==> src/rtl/rstq_pkg.sv <==
package rstq_pkg;

    typedef enum logic [1:0] {
        ST_WATCH  = 2'd0,
        ST_ACTIVE = 2'd1,
        ST_HOLD   = 2'd2
    } seq_state_e;

    typedef struct packed {
        logic data_oe;
        logic strobe;
        logic ser;
    } pad_bits_t;

    // Minimum qualified low length for the current power state
    function automatic int unsigned need_len(input logic cold,
                                             input int unsigned cold_min,
                                             input int unsigned warm_min);
        return cold ? cold_min : warm_min;
    endfunction

endpackage

==> src/rtl/rstq_sync.sv <==
module rstq_sync #(
    parameter int STAGES = 2
) (
    input  logic clk,
    input  logic pwr_up,
    input  logic pin_n,
    output logic pin_lo
);
    logic [STAGES-1:0] chain;

    always_ff @(posedge clk) begin
        if (pwr_up) begin
            chain <= '1;
        end else begin
            chain[0] <= pin_n;
            for (int i = 1; i < STAGES; i++) begin
                chain[i] <= chain[i-1];
            end
        end
    end

    assign pin_lo = ~chain[STAGES-1];
endmodule

==> src/rtl/rstq_seq.sv <==
module rstq_seq
    import rstq_pkg::*;
#(
    parameter int unsigned COLD_MIN = 3000,
    parameter int unsigned WARM_MIN = 80,
    parameter int unsigned HOLD     = 10
) (
    input  logic clk,
    input  logic pwr_up,
    input  logic pin_lo,
    output logic rst_out,
    output logic cold
);
    localparam int QW = $clog2(COLD_MIN + 1);
    localparam int HW = $clog2(HOLD + 1);
    localparam logic [HW-1:0] HOLD_END = HW'(HOLD);

    seq_state_e st;
    logic [QW-1:0] q_cnt;
    logic [HW-1:0] h_cnt;
    logic [QW-1:0] q_last;

    assign q_last = QW'(need_len(cold, COLD_MIN, WARM_MIN) - 1);

    always_ff @(posedge clk) begin
        if (pwr_up) begin
            st      <= ST_WATCH;
            q_cnt   <= '0;
            h_cnt   <= '0;
            cold    <= 1'b1;
            rst_out <= 1'b0;
        end else begin
            case (st)
                ST_WATCH: begin
                    if (pin_lo) begin
                        if (q_cnt == q_last) begin
                            st      <= ST_ACTIVE;
                            rst_out <= 1'b1;
                            q_cnt   <= '0;
                        end else begin
                            q_cnt <= q_cnt + 1'b1;
                        end
                    end else begin
                        q_cnt <= '0;
                    end
                end
                ST_ACTIVE: begin
                    if (!pin_lo) begin
                        st    <= ST_HOLD;
                        h_cnt <= HW'(1);
                    end
                end
                ST_HOLD: begin
                    if (pin_lo) begin
                        st <= ST_ACTIVE;
                    end else if (h_cnt == HOLD_END) begin
                        st      <= ST_WATCH;
                        rst_out <= 1'b0;
                        cold    <= 1'b0;
                        h_cnt   <= '0;
                    end else begin
                        h_cnt <= h_cnt + 1'b1;
                    end
                end
                default: st <= ST_WATCH;
            endcase
        end
    end

    // Width monitor for the pulse-length check
    logic [15:0] hi_run;
    always_ff @(posedge clk) begin
        if (pwr_up || !rst_out) hi_run <= '0;
        else if (hi_run != 16'hFFFF) hi_run <= hi_run + 1'b1;
    end

    assert_min_width_R5: assert property (@(posedge clk) disable iff (pwr_up)
        $fell(rst_out) |-> $past(hi_run) >= 16'(HOLD));

    assert_rise_needs_pin_R4: assert property (@(posedge clk) disable iff (pwr_up)
        $rose(rst_out) |-> $past(pin_lo));

    assert_hold_restart_R6: assert property (@(posedge clk) disable iff (pwr_up)
        (st == ST_HOLD && pin_lo) |=> rst_out);

    assert_cold_clears_R2: assert property (@(posedge clk) disable iff (pwr_up)
        $fell(rst_out) |-> !cold);

    assert_count_bound_R3: assert property (@(posedge clk) disable iff (pwr_up)
        q_cnt <= QW'(COLD_MIN));
endmodule

==> src/rtl/rstq_outgate.sv <==
module rstq_outgate
    import rstq_pkg::*;
#(
    parameter int N_LO = 4,
    parameter int N_HI = 4
) (
    input  logic            clk,
    input  logic            pwr_up,
    input  logic            rst_in,
    input  pad_bits_t       core_bits,
    input  logic [N_LO-1:0] core_lo,
    input  logic [N_HI-1:0] core_hi,
    input  logic            pol_wr,
    input  logic            pol_wdata,
    output pad_bits_t       pad_bits,
    output logic [N_LO-1:0] pad_lo,
    output logic [N_HI-1:0] pad_hi,
    output logic            pol_en
);
    always_comb begin
        if (rst_in) begin
            pad_bits.data_oe = 1'b0;
            pad_bits.strobe  = 1'b0;
            pad_bits.ser     = 1'b1;
            pad_lo           = '1;
            pad_hi           = '0;
        end else begin
            pad_bits = core_bits;
            pad_lo   = core_lo;
            pad_hi   = core_hi;
        end
    end

    always_ff @(posedge clk) begin
        if (pwr_up || rst_in) pol_en <= 1'b0;
        else if (pol_wr)      pol_en <= pol_wdata;
    end

    assert_pads_idle_R7: assert property (@(posedge clk) disable iff (pwr_up)
        rst_in |-> (!pad_bits.data_oe && !pad_bits.strobe && pad_bits.ser
                    && (&pad_lo) && !(|pad_hi)));

    assert_pol_cleared_R8: assert property (@(posedge clk) disable iff (pwr_up)
        rst_in |=> !pol_en);
endmodule

==> src/rtl/rst_qualifier.sv <==
module rst_qualifier
    import rstq_pkg::*;
#(
    parameter int unsigned COLD_MIN = 3000,
    parameter int unsigned WARM_MIN = 80,
    parameter int unsigned HOLD     = 10,
    parameter int          N_LO     = 4,
    parameter int          N_HI     = 4
) (
    input  logic            clk,
    input  logic            pwr_up,
    input  logic            rst_pin_n,
    output logic            core_rst,
    input  logic            core_data_oe,
    input  logic [N_LO-1:0] core_act_lo,
    input  logic [N_HI-1:0] core_act_hi,
    input  logic            core_strobe,
    input  logic            core_ser,
    input  logic            pol_wr,
    input  logic            pol_wdata,
    output logic            pad_data_oe,
    output logic [N_LO-1:0] pad_act_lo,
    output logic [N_HI-1:0] pad_act_hi,
    output logic            pad_strobe,
    output logic            pad_ser,
    output logic            pol_en
);
    logic      pin_lo;
    logic      cold;
    pad_bits_t cbits;
    pad_bits_t pbits;

    rstq_sync #(.STAGES(2)) u_sync (
        .clk    (clk),
        .pwr_up (pwr_up),
        .pin_n  (rst_pin_n),
        .pin_lo (pin_lo)
    );

    rstq_seq #(.COLD_MIN(COLD_MIN), .WARM_MIN(WARM_MIN), .HOLD(HOLD)) u_seq (
        .clk     (clk),
        .pwr_up  (pwr_up),
        .pin_lo  (pin_lo),
        .rst_out (core_rst),
        .cold    (cold)
    );

    assign cbits.data_oe = core_data_oe;
    assign cbits.strobe  = core_strobe;
    assign cbits.ser     = core_ser;

    rstq_outgate #(.N_LO(N_LO), .N_HI(N_HI)) u_gate (
        .clk       (clk),
        .pwr_up    (pwr_up),
        .rst_in    (core_rst),
        .core_bits (cbits),
        .core_lo   (core_act_lo),
        .core_hi   (core_act_hi),
        .pol_wr    (pol_wr),
        .pol_wdata (pol_wdata),
        .pad_bits  (pbits),
        .pad_lo    (pad_act_lo),
        .pad_hi    (pad_act_hi),
        .pol_en    (pol_en)
    );

    assign pad_data_oe = pbits.data_oe;
    assign pad_strobe  = pbits.strobe;
    assign pad_ser     = pbits.ser;

    // Power-up state is re-armed by pwr_up and never by the pin
    assert_cold_rearm_R9: assert property (@(posedge clk)
        pwr_up |=> (cold && !core_rst));
endmodule

==> config.mk <==
export PLATFORM = sky130hd
export DESIGN_NAME = rst_qualifier
export DESIGN_NICKNAME = d
export VERILOG_FILES = /design/src/rtl/rstq_pkg.sv /design/src/rtl/rstq_sync.sv /design/src/rtl/rstq_seq.sv /design/src/rtl/rstq_outgate.sv /design/src/rtl/rst_qualifier.sv
export SDC_FILE = /design/constraint.sdc
export NUM_CORES = 1
export LEC_CHECK = 0
export ABC_AREA = 1
export BUFFER_PORTS_ARGS = -buffer_cell sky130_fd_sc_hd__buf_4
export CORE_ASPECT_RATIO = 0.7
export CORE_MARGIN = 2
export CORE_UTILIZATION = 37
export CTS_CLUSTER_DIAMETER = 80
export DETAILED_ROUTE_END_ITERATION = 8
export GPL_ROUTABILITY_DRIVEN = 0
export SLEW_MARGIN = 40
export SYNTH_ARGS = -nofsm -noshare
export SYNTH_HDL_FRONTEND = slang
export SYNTH_SLANG_ARGS = --single-unit
==> constraint.sdc <==
create_clock -name clk -period 1.59 [get_ports clk]
set_input_delay 0.0795 -clock clk [delete_from_list [all_inputs] [get_ports clk]]
set_output_delay 0.0795 -clock clk [all_outputs]
set_load 0.02 [all_outputs]
Yosys cells after proc, flatten, opt, wreduce, memory -nomap -nowiden

Cells that the tools add are included.
W data, S select, Z words.

Add/subtract/negate cells: 3
Eq/ne operators: 10
Multiplexer cells: 21
Reduce and logical (&&, ||, !) cells: 8

Operators with widths:

| cell                    | number |
|---|---|
| $mux W12                | 3 |
| $mux W4                 | 5 |
| $add A12 B1 Y12 const B | 1 |
| $eq A12 B12 Y1          | 1 |
| $sub A12 B1 Y12 const B | 1 |
| $mux W2                 | 5 |
| $pmux W4 S2             | 1 |
| $ne A2 B2 Y1 const B    | 3 |
| $pmux W2 S3             | 1 |
| $reduce_and A3 Y1       | 2 |
| $reduce_and A5 Y1       | 1 |
| $add A4 B1 Y4 const B   | 1 |
| $eq A4 B4 Y1 const B    | 1 |
| $mux W1                 | 4 |
| $ne A2 B1 Y1 const B    | 2 |
| $reduce_and A4 Y1       | 1 |
| $reduce_bool A2 Y1      | 2 |
| $mux W3                 | 1 |
| $ne A3 B2 Y1 const B    | 1 |
| $eq A2 B1 Y1 const B    | 1 |
| $eq A2 B2 Y1 const B    | 1 |
| $logic_not A2 Y1        | 1 |
| $pmux W1 S2             | 1 |
| $logic_or A1 B1 Y1      | 1 |

Bits in registers: 23
Input bits: 16
Output and inout port bits: 13
Logic and storage cells: 49

Depth between registers and ports, before layout

Depth after elaboration: 6
Gate-level depth with buffers: 10
Depth with buffers taken out: 10

Hierarchy

From an unflattened synthesis, not the netlist that was laid out.

Cell total of the unflattened synthesis: 233
Area total of the unflattened synthesis: 1,481.4 sq um

Modules (own cells, without submodules):

| module       | instances | cells each | area each (sq um) | seq. area each (sq um) |
|---|---|---|---|---|
| rstq_seq     | 1         | 200        | 1,288.7           | 400.4 |
| rstq_outgate | 1         | 25         | 130.1             | 20.0 |
| rstq_sync    | 1         | 8          | 62.6              | 40.0 |

Worst setup path after synthesis

No wires, ideal clock.

Kind: reg2reg
Start point: reg u_seq.q_cnt[0]
End point: reg u_seq.q_cnt[9]
Library setup time: 0.129 ns
Data arrival time: 1.159 ns
Required time: 1.461 ns
Path slack: 0.303 ns
Stages on the path, launching flop included: 11
Buffers on the path: 0
Clock period less this slack: 1.287 ns
Cell sequence: dfxtp_1 > ha_1 > nand2_2 > inv_1 > nand2_1 > a21oi_4 > nand2_4 > nand2_4 > nor2_1 > nor2_1 > nor2_1

Word-level cells in the longest chain between the ends: 3
Elaborated cells on any way between the ends: 4
Classes of those cells: add/sub (1); eq/ne (1); mux (2)

Ends and longest elaborated chain:

| item                                                     | line                           | text |
|---|---|---|
| start: declaration                                       | rstq_seq.sv:19                 | `logic [QW-1:0] q_cnt;` |
| start signal: assignment                                 | rstq_seq.sv:41                 | `q_cnt <= q_cnt + 1'b1;` |
| $add A12 B1 Y12 / $eq A12 B12 Y1 (equally long branches) | rstq_seq.sv:41, rstq_seq.sv:36 |  |
| $mux W12 (*)                                             | rstq_seq.sv:36                 | `if (q_cnt == q_last) begin` |
| $mux W12 (*)                                             | rstq_seq.sv:35                 | `if (pin_lo) begin` |

Mark *: on every way between the ends. The rest lies on a longest branch, timed or not.
A chain may end at the register's enable or synchronous reset.

Final worst setup path

Start point: reg u_seq.q_cnt[1]
End point: reg u_seq.q_cnt[11]

Same word-level chain as after synthesis.

==> reports/metrics.cfg <==
[grt]
grt_pass1_vias=1172
antenna_found_initial=0
grt_max_degree=18
grt_pass1_wl_mm=5.42
track_usage=0.155
overflow=0

[timing]
slew_viol_final=0
skew_ns=0.00758
fin_setup_tns_ns=0
finalCriticalPeriod_ns=1.41
hold_viol=0
grt_setup_unrepaired=false
relSlewSlack=0.707
setup_viol=0
worst_pin_slew_ns=0.438
max_freq_mhz=708
setup_ws_ns=0.177
final.period_utilization=0.889

[finish]
layout.nets=257
utilization=0.483
final_area_um2=1730
diodes=0
drive_above_1_share=0.266
final-instance-count-excl-fill=287
area_growth_pct=22.2

[clock_network]
clock_sinks=23
numCtsBuffers=3
cts_tree=built
cts_setup_buffers=0
cts_repair_resize_count=0
ctsHoldBuffers=1
clock_latency_ns=0.27
cts_root_buf=clkbuf_8
cts.clk_slew.worst_paths_ns=0.08
cts_max_level=1
clk_path_buf_depth=2

[critical_path]
crit_path_end_kind=flop
cp_cell_sequence=ha_1 -> nand2_2 -> inv_1 -> nand2_1 -> a21oi_4 -> nand2_4 -> nand2_4 -> nor2_1 -> nor2_1 -> nor2_1
crit_type=reg -> reg
cpMostUsedCell=nor2_1
crit_required_ns=1.74
reg2reg_slack_ns=0.18
crit_path_start_kind=flop
slowest_delay_ns=0.36
cp.arrival_ns=1.57
slowest_stage=dfxtp_1
crit_fanout=8

[floorplan]
die_area_um2=4340
start_util=0.395
rows=18
core_area_um2=3580
die-height_um=55.7
dieWidth_um=77.9
ios=29

[drt]
via_per_inst=4.58
ant_nets=0
wl_per_cell_um=10.9
drt_iter0_drc=52
route.detailed.drc=0
drt-total-wl_mm=3.13
first_pass_iters=4
num_vias=1314

[logic_synthesis]
ys_top_cells_by_area=dfxtp_1, nand2_1, nor2_1
ys_ff_latch=23
yosysUniqueCellTypes=30
syn_area_per_cell_um2=6.83
synthTopCellsByCount=nand2_1, nor2_1, inv_1
synth.top_cell.area_share=0.326
syn_area_um2=1410
synth-edff-count=0
yosysSeqAreaShare=0.326
synth.most_common_cell=nand2_1
yosysTopAreaCell=dfxtp_1
synth_cells=207
yosysWarnings=0
async_flop_share=0
synth_ff_type=dfxtp_1
synthesis.nets=226

[place]
dpl_cell_area_um2=1670
dpl.hpwl_mm=2.46
place_ws_ns=0.177
port_buffers=28
dp_cells=282

[hold_path]
hp-class=in -> reg

[power]
p_leak_nw=0.768
pwr_density_cell_nw_per_um2=638
ir_drop_mv=0.488

[job]
cap_viol_max_count=0

[status]
outcome=finished clean

[critical path, delay by kind of cell, from the launching register on]
| kind | cells | cell delay (ns) |
|---|---|---|
| compound gates | 1 | 0.15 |
| fa+ha+maj | 1 | 0.19 |
| buf+inv | 1 | 0.07 |
| flops | 1 | 0.36 |
| simple gates | 7 | 0.54 |
[registers in the layout, indices dropped and copies added (netlist names)]
signal and count:
u_gate.pol_en 1, u_seq.st 2, u_seq.h_cnt 4, u_seq.cold 1, u_seq.rst_out 1, u_sync.chain 2
u_seq.q_cnt 12
[worst paths after layout]
| check | startpoint | end | cells past startpoint |
|---|---|---|---|
| worst max-delay path | u_seq.q_cnt[1] | u_seq.q_cnt[11] | 10 |
| worst min-delay path | pwr_up | u_seq.h_cnt[3] | 2 |
| worst max register to register | u_seq.q_cnt[1] | u_seq.q_cnt[11] | 10 |
| worst min register to register | u_sync.chain[0] | u_sync.chain[1] | 1 |
[logic make-up after synthesis]
family,count (synthesis),synth area share
XOR/XNOR,4,0.0248
adder cells (fa/ha/maj),3,0.0266
flip-flops,23,0.326
buffers and inverters,35,0.104
AO/OA/AOI/OAI,25,0.102
multiplexers,1,0.00708
AND/OR/NAND/NOR,116,0.411
[routing by layer]
metal	GRT usage	vias up	share of wire
met5	0	-	0
met4	0.0383	0	0.0086
met3	0.0406	2	0.040
met2	0.213	29	0.38
met1	0.237	569	0.57
li1	-	714	-
[stage by stage]
step / hold slack [ns] / power, W
2_1_floorplan: 0.183 / 0.000688
3_3_place_gp: 0.265 / 0.000755
3_5_place_dp: 0.268 / 0.000757
4_1_cts: 0.0974 / 0.00112
5_1_grt: 0.102 / 0.00117
6_report: 0.103 / 0.00110
[where the power goes]
group | switching [W] | internal (W) | leakage, nW | total [W]
clock network | 0.000184 | 0.000175 | 0.0255 | 0.000359
logic | 0.0000728 | 0.0000727 | 0.556 | 0.000145
registers | 0.0000113 | 0.000587 | 0.186 | 0.000599
total | 0.000268 | 0.000835 | 0.768 | 0.00110
[cells in the final DEF (no fill, tap or decap), types with 4 or more instances in the layout]
| master | instances |
|---|---|
| nand2_1 | 40 |
| buf_4 | 31 |
| nor2_1 | 29 |
| inv_1 | 24 |
| dfxtp_1 | 23 |
| nand3_1 | 14 |
| a21oi_1 | 14 |
| or2_2 | 7 |
| o21ai_0 | 7 |
| nand4_1 | 5 |
| nand2_2 | 4 |
| inv_2 | 4 |
| nor3_1 | 4 |
[layout make-up]
cell class	instances	area [um^2]
clock buffer	3	41.3
multi-input combinational	149	807
tap	50	62.6
sequential	23	460
fill	368	1850
clock inverter	1	5.00
timing repair buffer	32	243
inverter	29	109
(Power assumes the default switching activity.)
